<file path="src/rtl/scroll_pkg.sv">
package scroll_pkg;
   localparam int SEG_W = 7;
   typedef logic [SEG_W-1:0] seg_t;

   // Active-high glyphs, segment A in bit 0 through segment G in bit 6.
   function automatic seg_t glyph_of(input logic [3:0] code);
      seg_t g;
      case (code)
         4'h0: g = 7'h3F;
         4'h1: g = 7'h06;
         4'h2: g = 7'h5B;
         4'h3: g = 7'h4F;
         4'h4: g = 7'h66;
         4'h5: g = 7'h6D;
         4'h6: g = 7'h7D;
         4'h7: g = 7'h07;
         4'h8: g = 7'h7F;
         4'h9: g = 7'h6F;
         4'hA: g = 7'h77;
         4'hB: g = 7'h7C;
         4'hC: g = 7'h39;
         4'hD: g = 7'h5E;
         4'hE: g = 7'h79;
         default: g = 7'h71;
      endcase
      return g;
   endfunction
endpackage

</file>
<file path="src/rtl/scroll_tick_gen.sv">
module scroll_tick_gen #(
   parameter int DIV = 4
) (
   input  logic clk,
   input  logic rst_n,
   output logic tick
);
   generate
      if (DIV < 1) begin : g_bad
         $error("scroll_tick_gen: DIV must be at least 1");
         assign tick = 1'b0;
      end else if (DIV == 1) begin : g_every
         assign tick = 1'b1;
      end else begin : g_div
         localparam int CW = $clog2(DIV);
         localparam logic [CW-1:0] LAST = CW'(DIV - 1);
         logic [CW-1:0] phase_q;

         always_ff @(posedge clk or negedge rst_n) begin
            if (!rst_n)              phase_q <= '0;
            else if (phase_q == LAST) phase_q <= '0;
            else                     phase_q <= phase_q + 1'b1;
         end

         assign tick = (phase_q == LAST);

         // a tick never lasts two cycles when the divider is above one
         p_tick_gap_r3: assert property (@(posedge clk) disable iff (!rst_n)
            tick |=> !tick);
      end
   endgenerate
endmodule

</file>
<file path="src/rtl/scroll_pos_ctr.sv">
module scroll_pos_ctr #(
   parameter int IDX_W = 4,
   parameter int INIT  = 0
) (
   input  logic             clk,
   input  logic             rst_n,
   input  logic             clr_n,
   input  logic             load_n,
   input  logic             adv,
   output logic [IDX_W-1:0] idx
);
   localparam logic [IDX_W-1:0] INIT_V = IDX_W'(INIT);

   generate
      if (INIT < 0 || INIT >= (1 << IDX_W)) begin : g_bad_init
         $error("scroll_pos_ctr: INIT out of range");
      end
   endgenerate

   always_ff @(posedge clk or negedge rst_n) begin
      if (!rst_n)       idx <= '0;
      else if (!clr_n)  idx <= '0;
      else if (!load_n) idx <= INIT_V;
      else if (adv)     idx <= idx + 1'b1;
   end

   // clear from the decoder wins over everything
   p_clear_zero_r7: assert property (@(posedge clk) disable iff (!rst_n)
      !clr_n |=> idx == '0);
   // load reaches the counter when no clear is pending
   p_load_init_r4: assert property (@(posedge clk) disable iff (!rst_n)
      (clr_n && !load_n) |=> idx == INIT_V);
   // single step on a tick
   p_step_r3: assert property (@(posedge clk) disable iff (!rst_n)
      (clr_n && load_n && adv) |=> idx == IDX_W'($past(idx) + 1'b1));
   // hold between ticks
   p_hold_r3: assert property (@(posedge clk) disable iff (!rst_n)
      (clr_n && load_n && !adv) |=> $stable(idx));
endmodule

</file>
<file path="src/rtl/scroll_glyph_dec.sv">
module scroll_glyph_dec
   import scroll_pkg::*;
#(
   parameter int IDX_W = 4
) (
   input  logic [IDX_W-1:0] idx,
   input  logic [IDX_W:0]   len,
   output seg_t             seg_n,
   output logic             clr_n
);
   logic past_end;

   assign past_end = ({1'b0, idx} >= len);
   assign clr_n    = !past_end;
   assign seg_n    = past_end ? '1 : ~glyph_of(4'(idx));
endmodule

</file>
<file path="src/rtl/scroll_disp_top.sv">
module scroll_disp_top
   import scroll_pkg::*;
#(
   parameter int TICK_DIV = 6_250_000,
   parameter int IDX_W    = 4
) (
   input  logic         clk,
   input  logic         rst_n,
   input  logic         load_n,
   input  logic [4:0]   phrase_len,
   output logic [6:0]   seg_left_n,
   output logic [6:0]   seg_right_n
);
   localparam int NUM_DIG = 2;
   localparam int LEN_W   = IDX_W + 1;

   generate
      if (IDX_W < 1 || IDX_W > 4) begin : g_bad_w
         $error("scroll_disp_top: IDX_W must be 1..4");
      end
   endgenerate

   logic             tick;
   logic [LEN_W-1:0] len_v;
   logic [IDX_W-1:0] idx_arr [NUM_DIG];
   logic             clr_arr [NUM_DIG];
   seg_t             seg_arr [NUM_DIG];

   // Lengths beyond the index range act as a full-length phrase.
   assign len_v = (phrase_len > 5'(1 << IDX_W)) ? LEN_W'(1 << IDX_W)
                                                : LEN_W'(phrase_len);

   scroll_tick_gen #(.DIV(TICK_DIV)) u_tick (
      .clk   (clk),
      .rst_n (rst_n),
      .tick  (tick)
   );

   for (genvar g = 0; g < NUM_DIG; g++) begin : g_dig
      scroll_pos_ctr #(.IDX_W(IDX_W), .INIT(g)) u_ctr (
         .clk    (clk),
         .rst_n  (rst_n),
         .clr_n  (clr_arr[g]),
         .load_n (load_n),
         .adv    (tick),
         .idx    (idx_arr[g])
      );
      scroll_glyph_dec #(.IDX_W(IDX_W)) u_dec (
         .idx   (idx_arr[g]),
         .len   (len_v),
         .seg_n (seg_arr[g]),
         .clr_n (clr_arr[g])
      );
   end

   assign seg_left_n  = seg_arr[0];
   assign seg_right_n = seg_arr[1];

   // a clean load leaves the right digit one position ahead
   p_offset_r5: assert property (@(posedge clk) disable iff (!rst_n)
      (!load_n && clr_arr[0] && clr_arr[1]) |=> idx_arr[1] == IDX_W'(idx_arr[0] + 1'b1));
   // both counters load on the same edge
   p_joint_load_r4: assert property (@(posedge clk) disable iff (!rst_n)
      (!load_n && clr_arr[0] && clr_arr[1]) |=> (idx_arr[0] == '0));
endmodule

</file>
<file path="config.mk">
export PLATFORM = sky130hd
export DESIGN_NAME = scroll_disp_top
export DESIGN_NICKNAME = d
export VERILOG_FILES = /design/src/rtl/scroll_pkg.sv /design/src/rtl/scroll_tick_gen.sv /design/src/rtl/scroll_pos_ctr.sv /design/src/rtl/scroll_glyph_dec.sv /design/src/rtl/scroll_disp_top.sv
export SDC_FILE = /design/constraint.sdc
export NUM_CORES = 1
export LEC_CHECK = 0
export ABC_AREA = 1
export BUFFER_PORTS_ARGS = -buffer_cell sky130_fd_sc_hd__buf_2
export CAP_MARGIN = 20
export CORE_ASPECT_RATIO = 1.25
export CORE_MARGIN = 3
export CORE_UTILIZATION = 48
export CTS_CLUSTER_SIZE = 20
export DETAILED_ROUTE_END_ITERATION = 8
export PLACE_DENSITY = 0.76
export SETUP_SLACK_MARGIN = 0.15
export SLEW_MARGIN = 20
export SYNTH_ARGS = -nofsm -noshare
export SYNTH_HDL_FRONTEND = slang
export SYNTH_SLANG_ARGS = --single-unit
</file>
<file path="constraint.sdc">
create_clock -name clk -period 1.95 [get_ports clk]
set_input_delay 0.195 -clock clk [delete_from_list [all_inputs] [get_ports clk]]
set_output_delay 0.195 -clock clk [all_outputs]
set_load 0.1 [all_outputs]
</file>
# Word level (Yosys, flattened, before mapping)
# Memory sizes are Yosys's and may differ from the RTL's.
# Cells that the tools add are included.
[totals]
regBits = 31
rom_bits = 224
input_bits = 8
output_inout_bits = 14
wordCells = 26
memories = 2
[classes]
add_sub_neg = 3
magnitude_cmp = 3
eq_ne = 3
muxes = 10
bitwise_logic = 2
[memory_table]
columns = ["memory", "depth", "word_bits", "read_ports", "rd_clocked_by_memory_dff", "wr", "line_no", "source"]
rows = [
  ["(name not given)", 16, 7, 1, 0, 0, "scroll_pkg.sv:8", "case (code)"],
  ["(name not given)", 16, 7, 1, 0, 0, "scroll_pkg.sv:8", ""],
]
[ops]
columns = ["operator", "count"]
rows = [
  ["$mux 4", 6],
  ["$add 23x1->23 const B", 1],
  ["$eq 23x23->1 const B", 1],
  ["$mux 23", 1],
  ["$mux 7", 2],
  ["$not 7->7", 2],
  ["$ge 4x5->1", 2],
  ["$add 4x1->4 const B", 2],
  ["$ne 3x1->1 const B", 2],
  ["$gt 5x5->1 const B", 1],
  ["$mux 5", 1],
]

# Longest topological paths before layout
[logic_depth]
depth_word = 4
ltp_mapped = 14
depth_no_buf = 14

# Cells and area by module
# From an unflattened synthesis, not the netlist that was laid out.
[hier_totals]
cells_unflattened = 408
hier_area_um2 = 2713.9
[modules_own_cells]
columns = ["module", "n_inst", "cells_per_inst", "area_each_um2", "seq_area_each_um2"]
rows = [
  ["scroll_tick_gen", 1, 204, 1465.2, 575.6],
  ["scroll_glyph_dec", 2, 72, 404.1, 0.0],
  ["scroll_pos_ctr (g_dig[1].u_ctr)", 1, 24, 198.9, 100.1],
  ["scroll_pos_ctr (g_dig[0].u_ctr)", 1, 24, 193.9, 100.1],
  ["scroll_disp_top", 1, 12, 47.5, 0.0],
]

# Least setup slack after synthesis
# No wires, ideal clock.
[synth_path]
kind = "register -> output"
from = "register g_dig[0].u_ctr.idx[1]"
to = "output seg_left_n[0]"
arrival_ns = 3.037
required_ns = 1.755
path_slack_ns = -1.282
path_stages_with_launch = 7
path_buffers = 0
path_cell_list = "dfrtp_1 inv_1 ha_1 inv_1 nor2_1 a21oi_1 o21ai_0"
[synth_between]
elab_chain_len = 3
word_cells_on_any_way = 4
classes_between = "1 x order compare; 1 x mux; 1 x bitwise; 1 x memory"
[synth_rtl]
columns = ["element", "line_no", "source"]
rows = [
  ["from (decl)", "scroll_pos_ctr.sv:10", "output logic [IDX_W-1:0] idx"],
  ["from (signal assigned)", "scroll_pos_ctr.sv:24", "else if (adv) idx <= idx + 1'b1;"],
  ["$mem_v2 16x7", "n/a", ""],
  ["$not 7->7", "scroll_glyph_dec.sv:15", "assign seg_n = past_end ? '1 : ~glyph_of(4'(idx));"],
  ["$mux 7 *", "scroll_glyph_dec.sv:15", ""],
  ["to (decl)", "scroll_disp_top.sv:11", "output logic [6:0] seg_left_n,"],
]
# Mark *: on every way between the ends. The rest lies on a longest branch, timed or not.

# Final worst setup path
[layout_path]
from = "register g_dig[0].u_ctr.idx[0]"
to = "output seg_left_n[3]"
# Same word-level chain as after synthesis.

==> results list <==
* Type of the worst min-delay path: input port to register
- A synthesized cell averages 6.623 sq um.
* Worst reg2reg path endpoint: g_dig[0].u_ctr.idx[1]
* Startpoint of the lowest-slack register-to-register path: g_dig[0].u_ctr.idx[3]
- Worst Path Max Fanout: 6
- 22 I/O pins were placed.
- The area growth from synthesis to layout is 44.26%.
- The core region is 0.005116 sq mm.
- The via count of the first global-routing pass is 2582.
- Once layout is done, the placed cells without fillers occupy 0.003679 sq mm.
- The number of antenna violations at the first check in global routing was 0.
* Synth area leaders: sky130_fd_sc_hd__dfrtp_1 (30%), sky130_fd_sc_hd__nand2_1 (16%), sky130_fd_sc_hd__ha_1 (9.3%)
* Mean routed wirelength per cell: 13.04 um
- For this block, the routed nets add up to 6.493 mm of wire.
- Clk buf depth: 2
* Final period utilization: 106.8%
- Layout cell share with drive strength beyond 1: 31.19%
- Peak-usage layer in the global routing report: met2
- The worst hold path terminates at g_dig[0].u_ctr.idx[0].
- For this design the static power due to leakage is 1.823 nW.
* Setup TNS: -704.1 ps
- Count of nets after finishing: 462
- Counting flops and latches in the post-synthesis netlist gives 31.
* Synth Area in XOR/XNOR: 2.404%
- Of the total synthesized cell area, the portion taken by AND, OR, NAND and NOR gates is 40.38%.
- In the layout the commonest cells are sky130_fd_sc_hd__nand2_1 (95), sky130_fd_sc_hd__inv_1 (47), sky130_fd_sc_hd__nor2_1 (44).
- Count of max-cap constraint violations: 0
- Overall track demand over capacity in global routing: 21.48%
- Residual antenna-violating net count after detailed routing: 0
* Max-slew headroom at the worst pin: 54.30%
- Horizontal extent of the die: 71.19 um
- Largest net degree at the start of global routing: 32
* Total congestion overflow after global routing: 0
* Antenna Diode Count: 0
- After detailed routing, the number of remaining DRC violations is 0.
- Worst Reg2Reg Path Length in Cells: 10
- Final-report hold violation count: 0
- Biggest area consumer among synthesized cells: sky130_fd_sc_hd__dfrtp_1
* Commonest non-fill, non-tap cell in the layout: sky130_fd_sc_hd__nand2_1
- TritonCTS Buffers: 5
- Crit path launch type: register
- Max Freq: 480.2 MHz
- Layout Skew: 8.995 ps
- Unique masters post-synth: 26
* Clock insertion delay at the later pin of the skew report: 290 ps
- Summed over all nets, the half-perimeter wirelength after detailed placement is 4.301 mm.
- By startpoint and endpoint, the worst setup path is classified as register to output port.
* Total placed instance area: 0.003172 sq mm
- Along the worst hold path, the cell count comes to 3.
* Compound-cell area share of the yosys netlist: 6.771%
- Combinational family with the most area after synthesis: simple AND/OR/NAND/NOR gates
- DR iter-0 viols: 175
- Level count of the clock H-tree: 2
- Input and output buffers added on the ports amount to 21.
- Global routing consumed, on the met1 layer, 24.21% of the routing resources.
- Detailed routing inserted a total of 2605 vias.
- Setup slack of the most critical reg-to-reg path: 270 ps
* Launch instance of the worst min-delay path: load_n
* Root Buffer Master: sky130_fd_sc_hd__clkbuf_8
- Cells after Synth: 385
* Cell area after technology mapping: 0.002550 sq mm
* Count of warnings emitted by yosys: 0
* Status: finished, violations left
- Setup violations remaining at the end of the flow were counted as 14.
- Using the TritonRoute via totals, the vias-per-cell ratio works out to 5.231.
* Shortest clock period the worst path allows after layout: 2082 ps
- For met3 alone, demand over resource in global routing was 3.695%.
- The first global-routing pass estimated 10.90 mm of wire.
* Mux cell area share after synthesis: 0%
* Critical path origin: g_dig[0].u_ctr.idx[0]
- After floorplanning, the core was divided into 29 placement rows.
* Placer Congestion: 0.8332
* Adder and majority cell fraction of the synthesized area: 9.323%
* Cell Pwr Density: 515.0 mW/mm^2
- TritonCTS built the clock tree.
* Max-slew violation count: 0
* Crit path setup slack, layout: -132.3 ps
- Die height: 87.49 um
- Once the floorplan was initialized, standard cells occupied 49.84% of the core.
- The first TritonRoute pass finished after 4 iterations.
- The die covers 0.006228 sq mm.
* Worst path arrival time: 1890 ps
- For the pin with the worst max-slew slack, the measured transition is 685.5 ps.
- The final reports fail on negative setup slack.
- After filler insertion, the fill cell instance count of the layout stands at 362.
* Area share of the largest cell type after synthesis: 30.42%
- Register clock-pin slew on the reported worst setup and hold paths: 70 ps
- Share of synthesized area occupied by flip-flops and latches: 30.42%
- Worst path required time: 1750 ps
- Met2 Track Usage GR: 39.72%
* Setup repair after global routing missed its margin: true
* Peak ir drop on the vdd network: 693.1 uV
- The number of nets handed over by synthesis was 412.
- Critical Path End Type: output port
- Total number of clock tree sinks: 31
==> per-layer routing <==
| metal | wire (um) | up-vias | part of all wire (%) |
|---|---|---|---|
| li1 | - | 1316 | - |
| met1 | 2595 | 1227 | 40 |
| met2 | 3597 | 51 | 55 |
| met3 | 180 | 11 | 2.8 |
| met4 | 119 | 0 | 1.8 |
| met5 | 0 | - | 0 |
==> critical path, stage by stage, from the launching register on <==
cell	delay (ps)
sky130_fd_sc_hd__dfrtp_1	390
sky130_fd_sc_hd__buf_4	160
sky130_fd_sc_hd__ha_1	210
sky130_fd_sc_hd__inv_1	110
sky130_fd_sc_hd__nor2_2	60
sky130_fd_sc_hd__o21ai_0	250
sky130_fd_sc_hd__o211ai_1	170
sky130_fd_sc_hd__clkbuf_16	230
==> through the flow <==
| stage | total power, mW | worst slack (ps) | hold WS [ps] | cells | util, % |
|---|---|---|---|---|---|
| 2_1_floorplan | 0.9764 | -597.5 | -100.6 | 385 | - |
| 3_3_place_gp | 1.151 | -24.89 | 274.5 | 476 | 62.00 |
| 3_5_place_dp | 1.157 | -106.6 | 280.7 | 476 | 62.00 |
| 4_1_cts | 1.872 | -43.91 | 261.1 | 498 | 69.48 |
| 5_1_grt | 1.968 | -237.9 | 272.9 | 498 | 71.90 |
| 6_report | 1.895 | -132.3 | 263.1 | 498 | 71.90 |
==> cell families after synthesis <==
kind of cell | count (synthesis)
DFF | 31
xor gates and xnor gates | 7
and+or+nand+nor | 229
AOI/OAI and AO/OA | 31
adders and majority gates | 19
buffers and inverters | 68
==> registers in the layout, summed over array words and instances, names as in the netlist <==
name	flops
g_dig.u_ctr.idx	8
u_tick.g_div.phase_q	23
==> final cells by class <==
class | instances | area (sq um) | area share [%]
Clock buffer | 6 | 82.58 | 2.245
Inverter | 59 | 224.0 | 6.088
Clock inverter | 2 | 35.03 | 0.9524
Tap cell | 62 | 77.57 | 2.109
Sequential cell | 31 | 779.5 | 21.19
Multi-Input combinational cell | 286 | 1843 | 50.10
Timing Repair Buffer | 52 | 636.9 | 17.31
==> power breakdown <==
part / internal (mW) / total (mW) / switching [mW]
sequential: 0.647 / 0.650 / 0.00314
clock: 0.413 / 0.658 / 0.244
combinational: 0.232 / 0.587 / 0.355
total: 1.29 / 1.89 / 0.603
==> synthesized netlist by cell type <==
master and count:
sky130_fd_sc_hd__nand4_1 12, sky130_fd_sc_hd__nand2_1 107, sky130_fd_sc_hd__nor2_4 3, sky130_fd_sc_hd__inv_2 3
sky130_fd_sc_hd__xnor2_1 1, sky130_fd_sc_hd__nor3_1 1, sky130_fd_sc_hd__ha_1 19, sky130_fd_sc_hd__inv_1 56
sky130_fd_sc_hd__o21ai_0 12, sky130_fd_sc_hd__nor2_2 10, sky130_fd_sc_hd__a21oi_1 11, sky130_fd_sc_hd__nand3_1 35
sky130_fd_sc_hd__clkbuf_1 5, sky130_fd_sc_hd__xor2_1 6, sky130_fd_sc_hd__nor2_1 49, sky130_fd_sc_hd__o21ai_1 1
sky130_fd_sc_hd__nand3_2 3, sky130_fd_sc_hd__o211ai_1 3, sky130_fd_sc_hd__buf_6 2, sky130_fd_sc_hd__or2_2 1
sky130_fd_sc_hd__a32oi_1 2, sky130_fd_sc_hd__nand3b_1 5, sky130_fd_sc_hd__nand2_2 3, sky130_fd_sc_hd__a31oi_1 2
sky130_fd_sc_hd__buf_2 2, sky130_fd_sc_hd__dfrtp_1 31
==> repair_timing <==
item / 4_1_cts / 5_1_grt
endpoints found under the setup margin: 14 / 18
pin swaps: 11 / 15
endpoints found under the hold margin: 31 / 0
hold buffers: 1 / 0
gates resized for setup: 28 / 29
buffers inserted: 13 / 0
==> worst max path at each step <==
stage | to | slack (ps) | cells after the start
after CTS | seg_right_n[6] | -40 | 8
after global routing | seg_left_n[3] | -240 | 7
after floorplan | seg_right_n[0] | -600 | 6
after detailed placement | seg_left_n[3] | -110 | 12
final | seg_left_n[3] | -130 | 7
after global placement | seg_left_n[3] | -20 | 12
No activity file was read; power rests on OpenSTA's default activity.
